[src/rtl/smp_div_pkg.sv]
package smp_div_pkg;

    localparam int unsigned DEF_NUM_W = 24;
    localparam int unsigned DEF_DEN_W = 8;

    typedef enum logic [0:0] {
        DIV_IDLE = 1'b0,
        DIV_RUN  = 1'b1
    } div_state_e;

endpackage

[src/rtl/smp_div_cfg.sv]
module smp_div_cfg
    import smp_div_pkg::*;
#(
    parameter int unsigned NUM_W = DEF_NUM_W,
    parameter int unsigned DEN_W = DEF_DEN_W
) (
    input  logic                   clk,
    input  logic                   rst_n,
    input  logic                   load,
    input  logic [NUM_W+DEN_W-1:0] ctrl_word,
    output logic [DEN_W:0]         step_q,
    output logic [NUM_W-1:0]       neff_q
);

    localparam int unsigned STEP_W = DEN_W + 1;

    logic [NUM_W-1:0]  num_field;
    logic [DEN_W-1:0]  den_field;
    logic [STEP_W-1:0] step_d;
    logic [NUM_W-1:0]  step_ext;
    logic [NUM_W-1:0]  neff_d;

    assign num_field = ctrl_word[NUM_W+DEN_W-1:DEN_W];
    assign den_field = ctrl_word[DEN_W-1:0];

    always_comb begin
        step_d   = {1'b0, den_field} + {{DEN_W{1'b0}}, 1'b1};
        step_ext = {{(NUM_W-STEP_W){1'b0}}, step_d};
        // a numerator below the step would ask for several strobes per clock
        if (num_field < step_ext) begin
            neff_d = step_ext;
        end else begin
            neff_d = num_field;
        end
    end

    always_ff @(posedge clk or negedge rst_n) begin
        if (!rst_n) begin
            step_q <= {{DEN_W{1'b0}}, 1'b1};
            neff_q <= {{(NUM_W-1){1'b0}}, 1'b1};
        end else if (load) begin
            step_q <= step_d;
            neff_q <= neff_d;
        end
    end

endmodule

[src/rtl/smp_div_accum.sv]
module smp_div_accum
    import smp_div_pkg::*;
#(
    parameter int unsigned NUM_W = DEF_NUM_W,
    parameter int unsigned DEN_W = DEF_DEN_W
) (
    input  logic             clk,
    input  logic             rst_n,
    input  logic             clear,
    input  logic             advance,
    input  logic [DEN_W:0]   step_q,
    input  logic [NUM_W-1:0] neff_q,
    output logic [NUM_W-1:0] acc_q,
    output logic             wrap
);

    localparam int unsigned SUM_W = NUM_W + 1;

    logic [SUM_W-1:0] sum;
    logic [SUM_W-1:0] neff_ext;
    logic [SUM_W-1:0] remain;
    logic [NUM_W-1:0] acc_d;

    always_comb begin
        sum      = {1'b0, acc_q} + {{(SUM_W-DEN_W-1){1'b0}}, step_q};
        neff_ext = {1'b0, neff_q};
        wrap     = (sum >= neff_ext);
        remain   = sum - neff_ext;
        if (wrap) begin
            acc_d = remain[NUM_W-1:0];
        end else begin
            acc_d = sum[NUM_W-1:0];
        end
    end

    always_ff @(posedge clk or negedge rst_n) begin
        if (!rst_n) begin
            acc_q <= '0;
        end else if (clear) begin
            acc_q <= '0;
        end else if (advance) begin
            acc_q <= acc_d;
        end
    end

endmodule

[src/rtl/smp_div_fsm.sv]
module smp_div_fsm
    import smp_div_pkg::*;
(
    input  logic       clk,
    input  logic       rst_n,
    input  logic       en,
    input  logic       wrap,
    output div_state_e state_q,
    output logic       load,
    output logic       clear,
    output logic       advance,
    output logic       smp_stb
);

    div_state_e state_d;

    always_ff @(posedge clk or negedge rst_n) begin
        if (!rst_n) begin
            state_q <= DIV_IDLE;
        end else begin
            state_q <= state_d;
        end
    end

    always_comb begin
        state_d = state_q;
        load    = 1'b0;
        clear   = 1'b0;
        advance = 1'b0;
        unique case (state_q)
            DIV_IDLE: begin
                clear = 1'b1;
                if (en) begin
                    load    = 1'b1;
                    state_d = DIV_RUN;
                end
            end
            DIV_RUN: begin
                if (en) begin
                    advance = 1'b1;
                end else begin
                    clear   = 1'b1;
                    state_d = DIV_IDLE;
                end
            end
            default: begin
                clear   = 1'b1;
                state_d = DIV_IDLE;
            end
        endcase
    end

    always_ff @(posedge clk or negedge rst_n) begin
        if (!rst_n) begin
            smp_stb <= 1'b0;
        end else begin
            smp_stb <= advance & wrap;
        end
    end

endmodule

[src/rtl/smp_rate_gen.sv]
module smp_rate_gen
    import smp_div_pkg::*;
#(
    parameter int unsigned NUM_W = DEF_NUM_W,
    parameter int unsigned DEN_W = DEF_DEN_W
) (
    input  logic                   clk,
    input  logic                   rst_n,
    input  logic                   en,
    input  logic [NUM_W+DEN_W-1:0] ctrl_word,
    output logic                   smp_stb
);

    div_state_e       state_q;
    logic             load;
    logic             clear;
    logic             advance;
    logic             wrap;
    logic [DEN_W:0]   step_q;
    logic [NUM_W-1:0] neff_q;
    logic [NUM_W-1:0] acc_q;

    smp_div_fsm u_fsm (
        .clk     (clk),
        .rst_n   (rst_n),
        .en      (en),
        .wrap    (wrap),
        .state_q (state_q),
        .load    (load),
        .clear   (clear),
        .advance (advance),
        .smp_stb (smp_stb)
    );

    smp_div_cfg #(.NUM_W(NUM_W), .DEN_W(DEN_W)) u_cfg (
        .clk       (clk),
        .rst_n     (rst_n),
        .load      (load),
        .ctrl_word (ctrl_word),
        .step_q    (step_q),
        .neff_q    (neff_q)
    );

    smp_div_accum #(.NUM_W(NUM_W), .DEN_W(DEN_W)) u_acc (
        .clk     (clk),
        .rst_n   (rst_n),
        .clear   (clear),
        .advance (advance),
        .step_q  (step_q),
        .neff_q  (neff_q),
        .acc_q   (acc_q),
        .wrap    (wrap)
    );

endmodule

[config.mk]
export PLATFORM = sky130hd
export DESIGN_NAME = smp_rate_gen
export DESIGN_NICKNAME = d
export VERILOG_FILES = /design/src/rtl/smp_div_pkg.sv /design/src/rtl/smp_div_cfg.sv /design/src/rtl/smp_div_accum.sv /design/src/rtl/smp_div_fsm.sv /design/src/rtl/smp_rate_gen.sv
export SDC_FILE = /design/constraint.sdc
export NUM_CORES = 1
export LEC_CHECK = 0
export CAP_MARGIN = 20
export CORE_MARGIN = 4
export CORE_UTILIZATION = 59
export CTS_BUF_LIST = sky130_fd_sc_hd__clkbuf_4 sky130_fd_sc_hd__clkbuf_8
export DETAILED_ROUTE_END_ITERATION = 16
export PLACE_DENSITY_LB_ADDON = 0.08
export SETUP_SLACK_MARGIN = 0.15
export SLEW_MARGIN = 30
export SYNTH_ARGS = -nofsm -noshare
export SYNTH_HDL_FRONTEND = slang
export SYNTH_HIERARCHICAL = 1
export SYNTH_SLANG_ARGS = --single-unit
[constraint.sdc]
create_clock -name clk -period 10.3 [get_ports clk]
set_input_delay 1.545 -clock clk [delete_from_list [all_inputs] [get_ports clk]]
set_output_delay 1.545 -clock clk [all_outputs]
set_load 0.05 [all_outputs]
## Word-level counts from Yosys, hierarchy flattened

Index checks and enable logic that the tools add are counted.

- Bits in registers: 59
- Input bits: 35
- Logic and storage cells: 22

- Add/sub/neg operators: 3
- $lt $le $gt $ge: 2
- Mux-type cells: 9
- Bitwise operators: 2
- Reductions and logical operators: 1

Operators by type and width:

| cell | number |
|---|---|
| 24-bit two-way mux | 4 |
| 24-bit by 9-bit adder with 25-bit output | 1 |
| 25-bit by 24-bit >= comparator with 1-bit output | 1 |
| 24-bit by 9-bit less-than comparator with 1-bit output | 1 |
| 24-bit subtractor | 1 |
| 8-bit by 1-bit adder with 9-bit output (second input constant) | 1 |
| 1-bit two-way mux | 4 |
| 1-bit case mux with 2 select lines | 1 |
| 2-bit nonzero test | 1 |
| 1-bit bitwise AND | 1 |
| 1-bit inverter | 1 |

## Logic depth before layout (Yosys ltp)

- Word-level depth: 5
- Gate-level depth with buffers: 21
- Mapped depth without buffers: 18

## Modules after synthesis

The synthesis kept the hierarchy.

By module, submodules not included:

| module | instances | cells each | area each (um^2) | seq. area each (um^2) |
|---|---|---|---|---|
| smp_div_accum | 1 | 437 | 3420.8 | 600.6 |
| smp_div_cfg | 1 | 144 | 1661.6 | 828.3 |
| smp_div_fsm | 1 | 6 | 77.6 | 50.0 |

## Worst setup path after synthesis

Ideal clock, no wire load.

- Path type: register -> register
- From: register u_cfg.step_q[0]
- To: register u_acc.acc_q[0]
- Library setup time: 76 ps
- Arrival: 4437 ps
- Path slack: 5787 ps
- Cell stages (with the launch flop): 21
- Clock period less this slack: 4513 ps
- Path through: dfstp_2 > ha_1 > inv_1 > fa_1 > nor2b_1 > o31a_1 > o221ai_1 > a21bo_1 > buf_2 > or3_1 > xnor2_1 > ha_1 > a21oi_1 > o21ai_0 > a21o_1 > a211oi_1 > o2111ai_4 > nand2_4 > buf_6 > mux2_2 > o21ai_1

- Cells in the longest elaborated chain, start to end: 5
- Elaborated cells on any way between the ends: 6
- Those cells by class: 2 x add/sub; 1 x order compare; 3 x mux

RTL lines:

| what | RTL line | text |
|---|---|---|
| start: declaration | smp_div_cfg.sv:11 | `output logic [DEN_W:0] step_q,` |
| start signal: assignment | smp_div_cfg.sv:39 | `step_q <= {{DEN_W{1'b0}}, 1'b1};` |
| start signal: assignment | smp_div_cfg.sv:42 | `step_q <= step_d;` |
| 24-bit by 9-bit adder with 25-bit output * | smp_div_accum.sv:25 | `sum = {1'b0, acc_q} + {{(SUM_W-DEN_W-1){1'b0}}, step_q};` |
| 24-bit subtractor / 25-bit by 24-bit >= comparator with 1-bit output (equally long branches) | smp_div_accum.sv:28, smp_div_accum.sv:27 |  |
| 24-bit two-way mux * | smp_div_accum.sv:29 | `if (wrap) begin` |
| 24-bit two-way mux * | smp_div_accum.sv:41 | `end else if (advance) begin` |
| 24-bit two-way mux * | smp_div_accum.sv:39 | `end else if (clear) begin` |
| end signal: assignment | smp_div_accum.sv:38 | `acc_q <= '0;` |
| end signal: assignment | smp_div_accum.sv:40 | `acc_q <= '0;` |
| end signal: assignment | smp_div_accum.sv:42 | `acc_q <= acc_d;` |
| end: declaration | smp_div_accum.sv:13 | `output logic [NUM_W-1:0] acc_q,` |

Every way passes the cells marked *; elsewhere a longest branch is shown, timed or not. The select of a mux whose other input is x is not followed.
A chain may end at the register's enable or synchronous reset.

## Worst setup path in the final report

- From: register u_cfg.step_q[0]
- To: register u_acc.acc_q[14]

Same word-level chain as after synthesis.

==> out/qor.yml <==
critPathMaxStageDelay_ps: 540
avgSynthCellArea_um2: 8.790
p_int_mw: 0.4542
cap_violations: 0
ys_ff_latch: 59
relSlewSlack_pct: 42.23
drtAntennaViolNets: 0
rsz0062_at_grt: "false"
drtIter0Drc: 398
drcViolationCount: 0
switching_power_mw: 0.2651
finalHoldViolations: 0
cts_tree: "done"
clockBufferDepth: 2
cts_hold_buf: 0
routed_wirelength_um: 12870
cp_slowest_cell: "dfstp_2"
powerDensity_mw_per_mm2: 126.4
drive_gt1_share_pct: 10.23
leakage_nw: 2.655
endpoint_kind: "flip-flop"
crit_family: "compound AO/OA/AOI/OAI gates"
dp_slack_ps: 5244
insertion_delay_ps: 350
firstDrtPassIters: 5
setup_tns_ps: 0
vias_per_cell: 6.193
final_cell_mix: "63 x nor2_1, 57 x dfrtp_1, 48 x inv_1, 42 x ha_1, 38 x nand2_1"
grt_pass1_vias: 4220
cts_buffers: 9
setup_ws_ps: 5140
antennaDiodeCount: 0
antenna_found_initial: 0
instances_no_fill: 721
final_common_cell: "nor2_1"
post_cts_buffers: 0
netlist_instances: 587
areaGrowthSynthToFinish_pct: 10.28
synthesis.area_mm2: 0.005160
cts.sinks: 59
fmax_mhz: 193.8
crit_arrival_ps: 5350
crit_chain: "ha_1, inv_1, fa_1, nor2b_1, o31a_1, o221ai_1, a21bo_1, or3_1, xnor2_1, ha_1, a21oi_1, o21ai_0, a21o_1, a211oi_1, o2111ai_4, nand2_4, mux2i_1, a211oi_1"
pwr-share-comb_pct: 37.5
htreeDepth: 3
grt_pass1_wl_um: 20920
ir_drop_uv: 70.49
finalSetupViolations: 0
synth.distinct_cells: 80
synth_nets: 666
cts_root_buf: "clkbuf_8"
rrSetupSlack_ps: 5140
outcome: "finished clean"
grt_start_max_net_pins: 60
min_path_type: "reg -> reg"
placedCellCount: 705
die_x_um: 101.5
clkPwrFrac_pct: 25.3
fin_util_pct: 67.89
port_buffers: 35
io_pins: 36
worst_slew_pin_slew_ps: 864.4
p_seq_share_pct: 37.2
yosys_warnings: 6
min_period_ps: 5160
post_drt_wl_per_cell_um: 17.85
switching_share_pct: 36.85
synth_edf_count: 0
hpwl_um: 9876
critPathLaunchType: "flip-flop"
critPathMaxFanout: 31
path_clk_slew_ps: 70
design.core.area_mm2: 0.008382
initial_utilization_pct: 61.56
fin_crit_sh_pct: 50.10
cts_resized: 0
grt_util_all_layers_pct: 26.02
nNetsFinal: 690
slew_violations: 0
required_ps: 10490
fin_worst_skew_ps: 9.285
seq_area_frac_synth_pct: 28.66
synth_flop_cell: "dfrtp_1"
grt_overflow: 0
critPathBufInv: 1
dr_total_vias: 4465
gp_congestion: 0.9727
die_h_um: 101.5
criticalPathCategory: "reg -> reg"
synth-async-reset-ratio_pct: 100.0
rows: 33
die_area_mm2: 0.01031
[worst reg2reg max path, cell delays in order (launching register included)]
cell and delay (ps):
dfstp_2 540, ha_1 180, inv_1 60, fa_1 400, nor2b_1 160, o31a_1 200
o221ai_1 120, a21bo_1 330, or3_1 400, xnor2_1 230, ha_1 340, a21oi_1 220
o21ai_0 140, a21o_1 210, a211oi_1 360, o2111ai_4 240, nand2_4 410, mux2i_1 340
a211oi_1 110
[power by group through the flow]
stage / Combinational, mW / Clock (mW) / Sequential [mW]
after detailed placement: 0.263 / 0 / 0.271
after global routing: 0.298 / 0.197 / 0.270
after global placement: 0.262 / 0 / 0.270
after CTS: 0.266 / 0.186 / 0.267
after floorplan: 0.194 / 0 / 0.266
final: 0.270 / 0.182 / 0.267
[per-stage QoR]
| step | hold WS [ps] | cell area [um^2] | power (mW) |
|---|---|---|---|
| CTS | 498.0 | 5690 | 0.7184 |
| detailed placement | 484.7 | 5527 | 0.5349 |
| finish | 501.4 | 5690 | 0.7193 |
| global route | 508.0 | 5690 | 0.7655 |
| global placement | 473.8 | 5527 | 0.5325 |
| floorplan | 458.9 | 5160 | 0.4603 |
[cells by family after synthesis]
group	Yosys count	synth area share, %
AND/OR/NAND/NOR	184	18.26
AO/OA/AOI/OAI	147	21.14
buffers and inverters	72	5.843
flip-flops	59	28.66
adder cells (fa/ha/maj)	44	10.96
XOR/XNOR	43	7.299
multiplexers	38	7.832
[cells in the mapped netlist (all sizes together) (3+ instances only)]
cell | n | area share [%]
a21boi | 3 | 0.44
o32ai | 5 | 0.85
clkbuf | 15 | 1.1
nand4 | 14 | 1.7
a21oi | 29 | 2.9
o2111ai | 4 | 1.1
dfrtp | 57 | 28
nor3 | 7 | 0.87
nand3 | 15 | 1.5
a21o | 14 | 2.0
o211ai | 3 | 0.53
nor2 | 63 | 4.6
ha | 42 | 10
a221o | 6 | 1.3
and3 | 7 | 0.87
a211oi | 17 | 2.7
xnor2 | 24 | 4.1
o21a | 11 | 1.6
buf | 8 | 1.2
nand2 | 39 | 3.0
and2 | 3 | 0.39
or3 | 5 | 0.61
nor4 | 11 | 1.9
nand2b | 4 | 0.48
a31oi | 3 | 0.36
a311oi | 4 | 0.68
inv | 49 | 3.6
nor2b | 3 | 0.36
o21ai | 25 | 2.4
mux2 | 19 | 4.1
mux2i | 19 | 3.7
xor2 | 19 | 3.2
[area by class of cell]
class / count / area (um^2)
Inverter: 49 / 183.9
Fill cell: 689 / 2691
Clock inverter: 6 / 32.53
Timing Repair Buffer: 36 / 352.8
Sequential cell: 59 / 1479
Multi-Input combinational cell: 456 / 3379
Clock buffer: 10 / 131.4
Tap cell: 105 / 131.4
[flip-flops by register name, indices dropped and copies added, names as in the netlist]
register       flops
u_cfg/neff_q      24
u_cfg/step_q       9
u_fsm/smp_stb      1
u_acc/acc_q       24
u_fsm/state_q      1
[metal layers]
layer	wire length, um	track usage, %	part of all wire, %
met5	0	0	0
met4	112	6.135	0.87
met3	938	5.647	7.3
met2	5466	38.03	42
met1	6354	39.17	49
[final timing paths]
kind                                      start                to  cells after the start
worst max-delay path            u_cfg/step_q[0]   u_acc/acc_q[14]                     18
worst min-delay path            u_cfg/neff_q[0]   u_cfg/neff_q[0]                      2
worst max register to register  u_cfg/step_q[0]   u_acc/acc_q[14]                     18
max in group asynchronous                 rst_n  u_cfg/neff_q[12]                      2
worst min register to register  u_cfg/neff_q[0]   u_cfg/neff_q[0]                      2
min in group asynchronous                 rst_n     u_fsm/state_q                      2
(Power assumes the default switching activity.)
